`src/rtl/cfg_gate_bank.sv`:
```
module cfg_gate_bank #(
  parameter int ADDR_W = 12,
  parameter logic [11:0] BASE = 12'h800,
  parameter int NREG = 5
) (
  input  logic        clk,
  input  logic        rst_n,
  input  logic        wr_en,
  input  logic [11:0] addr,
  input  logic [7:0]  wdata,
  output logic [7:0]  rdata,
  output logic [1:0]  src_lo,
  output logic [1:0]  src_hi,
  output logic [1:0]  osel_lo,
  output logic        osel_hi,
  output logic        upper_tone,
  output logic        wide_en,
  output logic        wide_out,
  output logic        loop_en,
  output logic [5:0]  atten_db,
  output logic        asrc_in_lo,
  output logic        asrc_in_hi,
  output logic        asrc_out,
  output logic [1:0]  fmt_in,
  output logic [1:0]  fmt_out,
  output logic        xclk_out,
  output logic [2:0]  clkout_src,
  output logic [2:0]  pll_ref
);
  localparam int IW = $clog2(NREG);

  logic [NREG-1:0][7:0] shd;
  logic [NREG-1:0][6:0] act;
  logic [ADDR_W-1:0] off;
  logic [IW-1:0] idx;
  logic hit, wr_hit, apply;
  logic [6:0] cur, nxt;

  assign off    = addr - BASE;
  assign hit    = (addr >= BASE) && (off < ADDR_W'(NREG));
  assign idx    = off[IW-1:0];
  assign wr_hit = wr_en && hit;
  assign apply  = wr_hit && wdata[7];
  assign rdata  = hit ? shd[idx] : 8'h00;
  assign cur    = hit ? act[idx] : 7'h00;

  always_comb begin
    nxt = wdata[6:0];
    case (idx)
      IW'(0): if (wdata[4:3] == 2'd3) nxt[4:3] = cur[4:3];
      IW'(3): begin
        if (wdata[4:3] == 2'd3) nxt[4:3] = cur[4:3];
        if (wdata[6:5] == 2'd3) nxt[6:5] = cur[6:5];
      end
      IW'(4): begin
        if (wdata[3:1] > 3'd4) nxt[3:1] = cur[3:1];
        if (wdata[6:4] > 3'd4) nxt[6:4] = cur[6:4];
      end
      default: ;
    endcase
  end

  always_ff @(posedge clk or negedge rst_n) begin
    if (!rst_n) begin
      shd <= '0;
      act <= '0;
    end else begin
      if (wr_hit) shd[idx] <= wdata;
      if (apply)  act[idx] <= nxt;
    end
  end

  assign src_lo     = act[0][1:0];
  assign src_hi     = act[0][4:3];
  assign osel_lo    = act[1][1:0];
  assign wide_en    = act[1][2];
  assign wide_out   = act[1][3];
  assign osel_hi    = act[1][4];
  assign upper_tone = act[1][5];
  assign loop_en    = act[2][0];
  assign atten_db   = {act[2][5:1], 1'b0};
  assign asrc_in_lo = act[3][0];
  assign asrc_in_hi = act[3][1];
  assign asrc_out   = act[3][2];
  assign fmt_in     = act[3][4:3];
  assign fmt_out    = act[3][6:5];
  assign xclk_out   = act[4][0];
  assign clkout_src = act[4][3:1];
  assign pll_ref    = act[4][6:4];

  logic unused_bits;
  assign unused_bits = ^{act[0][2], act[0][6:5], act[1][6], act[2][6], off[ADDR_W-1:IW]};

  logic [41:0] outs;
  assign outs = {src_lo, src_hi, osel_lo, osel_hi, upper_tone, wide_en, wide_out, loop_en,
                 atten_db, asrc_in_lo, asrc_in_hi, asrc_out, fmt_in, fmt_out, xclk_out,
                 clkout_src, pll_ref, 7'd0, 3'd0};

  AST_NOVALID_HOLD: assert property (@(posedge clk) disable iff (!rst_n)
    !(wr_en && hit && wdata[7]) |=> $stable(outs)) else $error("hold");
  AST_SHADOW_WRITE: assert property (@(posedge clk) disable iff (!rst_n)
    (wr_en && hit) |=> shd[$past(idx)] == $past(wdata)) else $error("shadow");
  AST_OUTSIDE_IGNORED: assert property (@(posedge clk) disable iff (!rst_n)
    (wr_en && !hit) |=> $stable(shd)) else $error("outside");
  AST_ATTEN_DECODE: assert property (@(posedge clk) disable iff (!rst_n)
    (wr_en && addr == BASE + 12'd2 && wdata[7]) |=> atten_db == {$past(wdata[5:1]), 1'b0})
    else $error("atten");
  AST_PLL_RESERVED: assert property (@(posedge clk) disable iff (!rst_n)
    (wr_en && addr == BASE + 12'd4 && wdata[7] && wdata[6:4] > 3'd4) |=> $stable(pll_ref))
    else $error("pll");
endmodule

```
`config.mk`:
```
export PLATFORM = sky130hd
export DESIGN_NAME = cfg_gate_bank
export DESIGN_NICKNAME = d
export VERILOG_FILES = /design/src/rtl/cfg_gate_bank.sv
export SDC_FILE = /design/constraint.sdc
export NUM_CORES = 1
export LEC_CHECK = 0
export BUFFER_PORTS_ARGS = -buffer_cell sky130_fd_sc_hd__clkbuf_2
export CORE_MARGIN = 2
export CORE_UTILIZATION = 55
export DETAILED_ROUTE_END_ITERATION = 10
export HOLD_SLACK_MARGIN = 0.12
export PLACE_DENSITY = 0.78
export SYNTH_ARGS = -nofsm -noshare
export SYNTH_HDL_FRONTEND = slang
export SYNTH_SLANG_ARGS = --single-unit
export TNS_END_PERCENT = 20
```
`constraint.sdc`:
```
create_clock -name clk -period 3.7 [get_ports clk]
set_input_delay 0.37 -clock clk [delete_from_list [all_inputs] [get_ports clk]]
set_output_delay 0.37 -clock clk [all_outputs]
set_load 0.01 [all_outputs]
```
==> flow_summary.toml, run 1 <==
[timing]
clock-skew-final_ns = 0.0105
relSlewSlack_pct = 48.3
fmax_ghz = 0.380
post-route-min-period_ns = 2.63
grt_setup_unrepaired = "false"
drv_slew = 0
setup_violations = 0
timing.final.crit_share_pct = 71.1
hold_viol = 0
worst_slew_pin_slew_ns = 0.776
finalWorstSetupSlack_ns = 1.07
final.setup.tns_ns = 0

[synth]
synth-edff-count = 0
synth.ff_latch_count = 73
yosys.area_share.simple_pct = 10.6
synth_ff_type = "dfrtp_1"
ys_types = 58
synthCells = 315
avgSynthCellArea_um2 = 12.0
yosysSeqAreaShare_pct = 48.2
synthMuxAreaShare_pct = 21.0
synth_top_family_by_area = "multiplexers"
synth_compound_area_share_pct = 12.2
synth_area_mm2 = 0.00379
synth_xor_area_share_pct = 0.231
synth-async-reset-ratio_pct = 100
synthAdderAreaFrac_pct = 0
syn-num-nets = 338
yosys_warnings = 0

[power]
p_leak_nw = 2.12
p_per_area_mw_per_mm2 = 399
pwr-share-comb_pct = 6.6
ir_drop_uv = 203
pwr-share-clk_pct = 45.7
switching_share_pct = 22.6
p_seq_share_pct = 47.7
p_int_w = 0.00130
power_switching_w = 0.000380

[cts]
clk_path_buf_depth = 2
clkTransAtPathRegs_ns = 0.07
cts_made_buffers = 9
cts_setup_buffers = 0
cts-root-buf = "clkbuf_8"
postCtsHoldBufs = 1
htreeDepth = 3
clkSinkCount = 73
clock_latency_ns = 0.35
cts_tree = "built"
cts_resized = 0

[cells_and_area]
post_layout_nonfiller_instances = 433
nets = 371
drive_gt1_share_pct = 46.7
syn2layout_area_growth_pct = 10.8
antenna_cells = 0
stdcell_area_mm2 = 0.00420

[routing]
ant_nets = 0
dr.pass1.iters = 5
vias = 2687
wirelength_um = 8580
via_per_inst = 6.21
drc = 0
drt-initial-drc-count = 240
wl_per_cell_um = 19.8

[floorplanning]
num_rows = 30
dieArea_mm2 = 0.00758
ioPinCount = 62
core_mm2 = 0.00672
initial_core_util_pct = 56.5
die_w_um = 87.1
dieHeight_um = 87.1

[flow_run]
maxCapViolCount = 0

[critical_path]
start_kind = "input port"
crit_arrival_ns = 2.26
critical_path_class = "input port to output port"
critPathMaxFanout = 23
cp-end-kind = "output port"
cp_data_required_time_ns = 3.33

[place]
port_buffers = 60
placed_area_mm2 = 0.00395
hpwl_um = 5610
place_congestion = 0.850
place_ws_ns = 0.988
dp_cells = 416

[hold_path]
hold_class = "input port to register"

[grt]
grt_use_total_pct = 23.6
grt_antenna_before_repair = 0
grt_pass1_wl_um = 13600
grt_pass1_vias = 2636
grt_overflow_total = 0
grt_max_degree = 39

[outcome]
status = "finished clean"
## worst max-delay path: stages
cell and delay (ns):
clkbuf_2 0.33, o21ai_1 0.30, and4_1 0.69, o21ai_0 0.20, a21oi_1 0.20, clkbuf_2 0.17
## power by group through the flow
stage | Clock [W] | Combinational [W] | Sequential [W]
final | 0.000767 | 0.000111 | 0.000800
after global routing | 0.000808 | 0.000122 | 0.000800
after CTS | 0.000775 | 0.000111 | 0.000800
after detailed placement | 0 | 0.000109 | 0.000816
after global placement | 0 | 0.000108 | 0.000816
after floorplan | 0 | 0.0000620 | 0.000816
## kinds of logic (layout without fill, tap and decap cells)
kind of cell | after synthesis | in the layout
XOR/XNOR | 1 | 1
buffers and inverters | 47 | 85
other | 1 | 1
AND/OR/NAND/NOR | 57 | 57
AO/OA/AOI/OAI | 67 | 67
flip-flops | 73 | 73
multiplexers | 69 | 69
## path summary, 6_finish.rpt
check / startpoint / end / slack, ns / cells past startpoint
max: addr[2] / rdata[6] / 1.07 / 6
min: wdata[2] / shd[34]$_DFFE_PN0P_ / 0.37 / 2
max reg2reg: fmt_in[0]$_DFFE_PN0P_ / src_hi[0]$_DFFE_PN0P_ / 2.06 / 4
min reg2reg: shd[39]$_DFFE_PN0P_ / shd[39]$_DFFE_PN0P_ / 0.48 / 1
max in group asynchronous: rst_n / shd[4]$_DFFE_PN0P_ / 2.07 / 3
min in group asynchronous: rst_n / shd[26]$_DFFE_PN0P_ / 0.63 / 2
## cells in the final DEF, fill, tap and decap left out, types with 5 or more instances in the layout
master,Yosys,routed
a21o_1,6,6
a21oi_1,11,11
a31oi_1,6,6
buf_4,25,5
clkbuf_2,0,59
clkbuf_8,0,10
dfrtp_1,73,73
mux2_2,65,65
nand2_1,12,12
nor2_1,8,8
o21ai_0,13,13
o221ai_1,8,8
## final cells by class
type	instances	area, µm²
Multi-Input combinational cell	195	1670
Timing Repair Buffer	66	348
Clock buffer	11	141
Fill cell	534	2510
Sequential cell	73	1830
Inverter	3	11.3
Clock inverter	5	103
Tap cell	80	100
## synth_stat cells, types with 3 or more instances
| master | instances | area share (%) |
|---|---|---|
| nand2_1 | 12 | 1.2 |
| buf_2 | 6 | 0.79 |
| nand3_2 | 3 | 0.79 |
| nand2b_1 | 3 | 0.49 |
| a31oi_1 | 6 | 0.99 |
| a21oi_1 | 11 | 1.5 |
| nor3_1 | 4 | 0.53 |
| dfrtp_1 | 73 | 48 |
| nor2_1 | 8 | 0.79 |
| a21o_1 | 6 | 1.2 |
| o22ai_1 | 3 | 0.49 |
| a31o_2 | 3 | 0.69 |
| mux2_2 | 65 | 19 |
| clkbuf_1 | 8 | 0.79 |
| o221ai_1 | 8 | 1.8 |
| buf_4 | 25 | 4.9 |
| buf_1 | 3 | 0.30 |
| o21ai_0 | 13 | 1.7 |
| a21boi_0 | 4 | 0.79 |
## sequential cells by signal, indices dropped and copies added, names as in the netlist
name / flops
clkout_src: 3
fmt_out: 2
osel_hi: 1
act: 3
asrc_in_hi: 1
shd: 40
src_lo: 2
asrc_in_lo: 1
wide_en: 1
asrc_out: 1
atten_db: 5
xclk_out: 1
fmt_in: 2
src_hi: 2
wide_out: 1
loop_en: 1
osel_lo: 2
pll_ref: 3
upper_tone: 1
## metrics by stage
stage | hold slack [ns] | power [W] | util (%)
floorplan | 0.0744 | 0.000878 | -
global placement | 0.462 | 0.000924 | 58.8
detailed placement | 0.464 | 0.000925 | 58.8
CTS | 0.370 | 0.00169 | 62.6
global route | 0.370 | 0.00173 | 62.6
finish | 0.374 | 0.00168 | 62.6
## metal layers
metal	global-route usage, %	vias to the layer above	wire length, µm
li1	-	1209	-
met1	32.4	1343	3750
met2	35.6	126	4140
met3	6.07	9	585
met4	9.94	0	97
met5	0	-	0
(Power assumes the default switching activity.)
==> run 2: changes to the inputs <==
Clock period 3.7 ns to 2.5 ns, I/O delays scaled along.
==> run 2 against run 1 <==
Critical path depth grew 1; cell count up 1.6%; count of clock-buffer cells in the layout increased by 2; critical path type unchanged; critical endpoint is now rdata[7]; largest power group unchanged.
==> flow_summary.toml, run 2 (synthesized netlist as in run 1, its figures left out) <==
[power]
p_leak_nw = 2.12
switching_share_pct = 25.0
pwr-share-comb_pct = 8.0
pwr-share-clk_pct = 36.4
power_switching_w = 0.000533
p_int_w = 0.00160
p_seq_share_pct = 55.6
p_per_area_mw_per_mm2 = 510
ir_drop_uv = 307

[cells_and_area]
layout_common_cells = "dfrtp_1 (73), mux2_2 (65), clkbuf_2 (59)"
drive_gt1_share_pct = 46.9
nets = 378
final_common_cell = "dfrtp_1"
multi_input_area_mm2 = 0.00167
top_register = "shd"
largest_register_ffs = 40
antenna_cells = 0
syn2layout_area_growth_pct = 10.2
num-fill-cells = 538
seq_area_mm2 = 0.00183

[cts]
clkTransAtPathRegs_ns = 0.07
cts_tree = "built"
cts_made_buffers = 9
clkSinkCount = 73
htreeDepth = 3
cts-root-buf = "clkbuf_8"
clk_path_buf_depth = 2
clock_latency_ns = 0.33

[grt]
grt_overflow_total = 0
grt_max_degree = 46
grt_pass1_vias = 2572
grt_pass1_wl_um = 13400
grt_antenna_before_repair = 0
grt_use_total_pct = 23.7

[routing]
vias = 2713
drt-initial-drc-count = 240
ant_nets = 0
drc = 0
wl_per_cell_um = 19.3
wirelength_um = 8480
via_per_inst = 6.17
dr.pass1.iters = 4

[critical_path]
cp_slowest_cell = "and4_1"
crit_arrival_ns = 1.82
critical_path_class = "input port to output port"
reg2reg_depth = 4
cpMostUsedCell = "clkbuf_2"
r2r_end = "src_hi[0]$_DFFE_PN0P_"
cp-end-kind = "output port"
reg2reg_from = "fmt_in[0]$_DFFE_PN0P_"
r2r_setup_slack_ns = 0.87
critPathMaxFanout = 9
cp_data_required_time_ns = 2.25
cp_slowest_stage_delay_ns = 0.45
crit_chain = "clkbuf_2, nor4_4, and4_1, buf_4, o21ai_0, a21oi_1, clkbuf_2"
start_kind = "input port"

[timing]
fmax_ghz = 0.483
clock-skew-final_ns = 0.00860
hold_viol = 0
drv_slew = 0
setup_violations = 0
final.setup.tns_ns = 0
timing.final.crit_share_pct = 82.8
worst_slew_pin_slew_ns = 0.701
post-route-min-period_ns = 2.07
grt_setup_unrepaired = "false"
holdWs_ns = 0.273
relSlewSlack_pct = 53.3

[hold_path]
hold_class = "input port to register"
min_to = "shd[34]$_DFFE_PN0P_"
min_path_cells = 2
min-delay-start = "wdata[2]"

[place]
place_congestion = 0.848
hpwl_um = 5900
port_buffers = 60

[flow_run]
maxCapViolCount = 0

[floorplanning]
dieHeight_um = 87.1
die_w_um = 87.1
initial_core_util_pct = 56.5
dieArea_mm2 = 0.00758
core_mm2 = 0.00672
num_rows = 30
ioPinCount = 62

[outcome]
status = "finished clean"
==> run 2: routing by layer <==
layer | global-route usage (%) | wire (µm) | vias up
li1 | - | - | 1225
met1 | 32.1 | 3710 | 1370
met2 | 36.3 | 4050 | 104
met3 | 7.11 | 592 | 14
met4 | 8.81 | 133 | 0
met5 | 0 | 0 | -
==> run 2: power by group through the flow <==
stage / Clock, W / Sequential (W) / Combinational, W
finish: 0.000776 / 0.00118 / 0.000171
global route: 0.000854 / 0.00118 / 0.000187
CTS: 0.000790 / 0.00118 / 0.000172
detailed placement: 0 / 0.00121 / 0.000170
global placement: 0 / 0.00121 / 0.000168
floorplan: 0 / 0.00121 / 0.0000918
==> run 2: per-stage QoR <==
stage / setup slack [ns] / power (W) / instance area, µm² / cells / utilization, %
2_1_floorplan: 0.773 / 0.00130 / 3790 / 315 / -
3_3_place_gp: 0.371 / 0.00138 / 4020 / 423 / 59.8
3_5_place_dp: 0.316 / 0.00138 / 4020 / 423 / 59.8
4_1_cts: 0.422 / 0.00215 / 4180 / 440 / 62.2
5_1_grt: 0.326 / 0.00223 / 4180 / 440 / 62.2
6_report: 0.430 / 0.00213 / 4180 / 440 / 62.2
==> run 2: layout make-up <==
cell class | instances | share of cell area [%]
clock inverters | 3 | 0.419
inverters | 3 | 0.269
clock buffers | 13 | 3.32
flip-flops and latches | 73 | 43.7
well taps | 80 | 2.39
repair buffers | 73 | 9.87
multi-input cells | 195 | 40.0
==> run 2: timing repair <==
item                      CTS  global route
hold buffers                1             0
buffers inserted            0             0
hold endpoints to repair   28             0
gates resized for setup     0             0
==> run 2: worst max-delay path by stage <==
stage                        start                     end  slack, ns
final                     addr[10]                rdata[7]       0.43
after global routing      addr[10]                rdata[7]       0.33
after CTS                 addr[10]                rdata[7]       0.42
after detailed placement   addr[0]     wide_en$_DFFE_PN0P_       0.32
after global placement     addr[0]  osel_lo[1]$_DFFE_PN0P_       0.37
after floorplan              wr_en     act[13]$_DFFE_PN0P_       0.77
==> run 2: critical path: cells and delay by family <==
kind | cells | cell delay (ns)
and+or+nand+nor | 2 | 0.78
AOI/OAI and AO/OA | 2 | 0.29
buffers and inverters | 3 | 0.49
==> run 3: changes to the inputs <==
Clock period 2.5 ns to 2 ns, I/O delays scaled along.
==> run 3 against run 2 <==
Sequential power grew 25%; count of clock-buffer cells in the layout shrank 2; power grew 33%; critical path type unchanged; critical endpoint unchanged; cell count grew 2.5%; first-iteration DRC count shrank 15%; largest power group unchanged; die area is the same.
==> flow_summary.toml, run 3 (synthesized netlist as in run 1, its figures left out) <==
[critical_path]
cp_data_required_time_ns = 1.80
reg2reg_depth = 4
critical_path_class = "input port to output port"
endpoint = "rdata[7]"
reg2reg_from = "fmt_in[0]$_DFFE_PN0P_"
cp-end-kind = "output port"
start_kind = "input port"
critPathMaxFanout = 14
r2r_end = "src_hi[0]$_DFFE_PN0P_"
crit_arrival_ns = 1.56
setup.worst_path.start = "addr[0]"
r2r_setup_slack_ns = 0.35

[cts]
cts_setup_buffers = 0
cts_tree = "built"
cts-root-buf = "clkbuf_8"
clk_path_buf_depth = 2
clkTransAtPathRegs_ns = 0.07
cts_made_buffers = 9
postCtsHoldBufs = 1
clkSinkCount = 73
clock_latency_ns = 0.34
htreeDepth = 3
cts_resized = 0

[power]
ir_drop_uv = 427
p_leak_nw = 2.19
p_per_area_mw_per_mm2 = 658

[routing]
vias = 2781
drc = 0
dr.pass1.iters = 6
ant_nets = 0
wirelength_um = 8880
wl_per_cell_um = 19.7
drt-initial-drc-count = 204
via_per_inst = 6.17

[timing]
grt_setup_unrepaired = "false"
worst_slew_pin_slew_ns = 0.470
setup_violations = 0
holdWs_ns = 0.230
post-route-min-period_ns = 1.76
clock-skew-final_ns = 0.00887
hold_viol = 0
drv_slew = 0
final.setup.tns_ns = 0
timing.final.crit_share_pct = 88.2
fmax_ghz = 0.567
relSlewSlack_pct = 67.8

[outcome]
status = "finished clean"

[cells_and_area]
layout_common_cells = "dfrtp_1 (73), mux2_2 (65), clkbuf_2 (59)"
antenna_cells = 0
final_common_cell = "dfrtp_1"
nets = 389
top_register = "shd"
drive_gt1_share_pct = 49.1
syn2layout_area_growth_pct = 13.6
largest_register_ffs = 40

[floorplanning]
core_mm2 = 0.00672
num_rows = 30
ioPinCount = 62
die_w_um = 87.1
dieHeight_um = 87.1
initial_core_util_pct = 56.5
dieArea_mm2 = 0.00758

[grt]
grt_use_total_pct = 25.3
grt_overflow_total = 0
grt_pass1_vias = 2857
grt_antenna_before_repair = 0
grt_max_degree = 74
grt_pass1_wl_um = 14500

[place]
hpwl_um = 6130
port_buffers = 60
place_congestion = 0.890

[hold_path]
hold_class = "input port to register"
min-delay-start = "wdata[2]"
min_path_cells = 2

[flow_run]
maxCapViolCount = 0
-- run 3: power by group --
| group | internal (W) | switching [W] |
|---|---|---|
| combinational | 0.0000791 | 0.000149 |
| sequential | 0.00148 | 0.00000200 |
| clock | 0.000575 | 0.000551 |
| total | 0.00213 | 0.000702 |
-- run 3: through the flow --
step	std cells	util, %	power (W)	instance area (µm²)	setup WS, ns
after CTS	451	64.1	0.00284	4310	0.243
after floorplan	315	-	0.00162	3790	0.323
final	451	64.1	0.00283	4310	0.235
after global placement	434	61.2	0.00173	4110	0.187
after detailed placement	434	61.2	0.00173	4110	0.124
after global routing	451	64.1	0.00293	4310	0.0606
-- run 3: per-layer routing --
layer	up-vias	part of all wire [%]	global-route usage, %
li1	1247	-	-
met1	1433	45	35.5
met2	90	49	38.7
met3	11	5.0	4.55
met4	0	1.5	10.5
met5	-	0	0
-- run 3: worst min-delay path by stage --
stage               slack (ns)             endpoint
floorplan                 -0.1  act[13]$_DFFE_PN0P_
global placement          0.25  shd[35]$_DFFE_PN0P_
detailed placement        0.26  shd[32]$_DFFE_PN0P_
CTS                       0.22  shd[34]$_DFFE_PN0P_
global route              0.22  shd[34]$_DFFE_PN0P_
finish                    0.23  shd[34]$_DFFE_PN0P_
-- run 3: area by class of cell --
class	count	area (µm²)
Tap cell	80	100
Clock buffer	11	131
Inverter	3	11.3
Fill cell	518	2410
Clock inverter	5	56.3
Multi-Input combinational cell	195	1670
Sequential cell	73	1830
Timing Repair Buffer	84	508
-- run 3: worst max-delay path, stage by stage --
cell,delay [ns]
clkbuf_2,0.19
o21ai_1,0.30
and4_1,0.28
buf_12,0.16
o21ai_0,0.08
a21oi_1,0.18
clkbuf_2,0.17
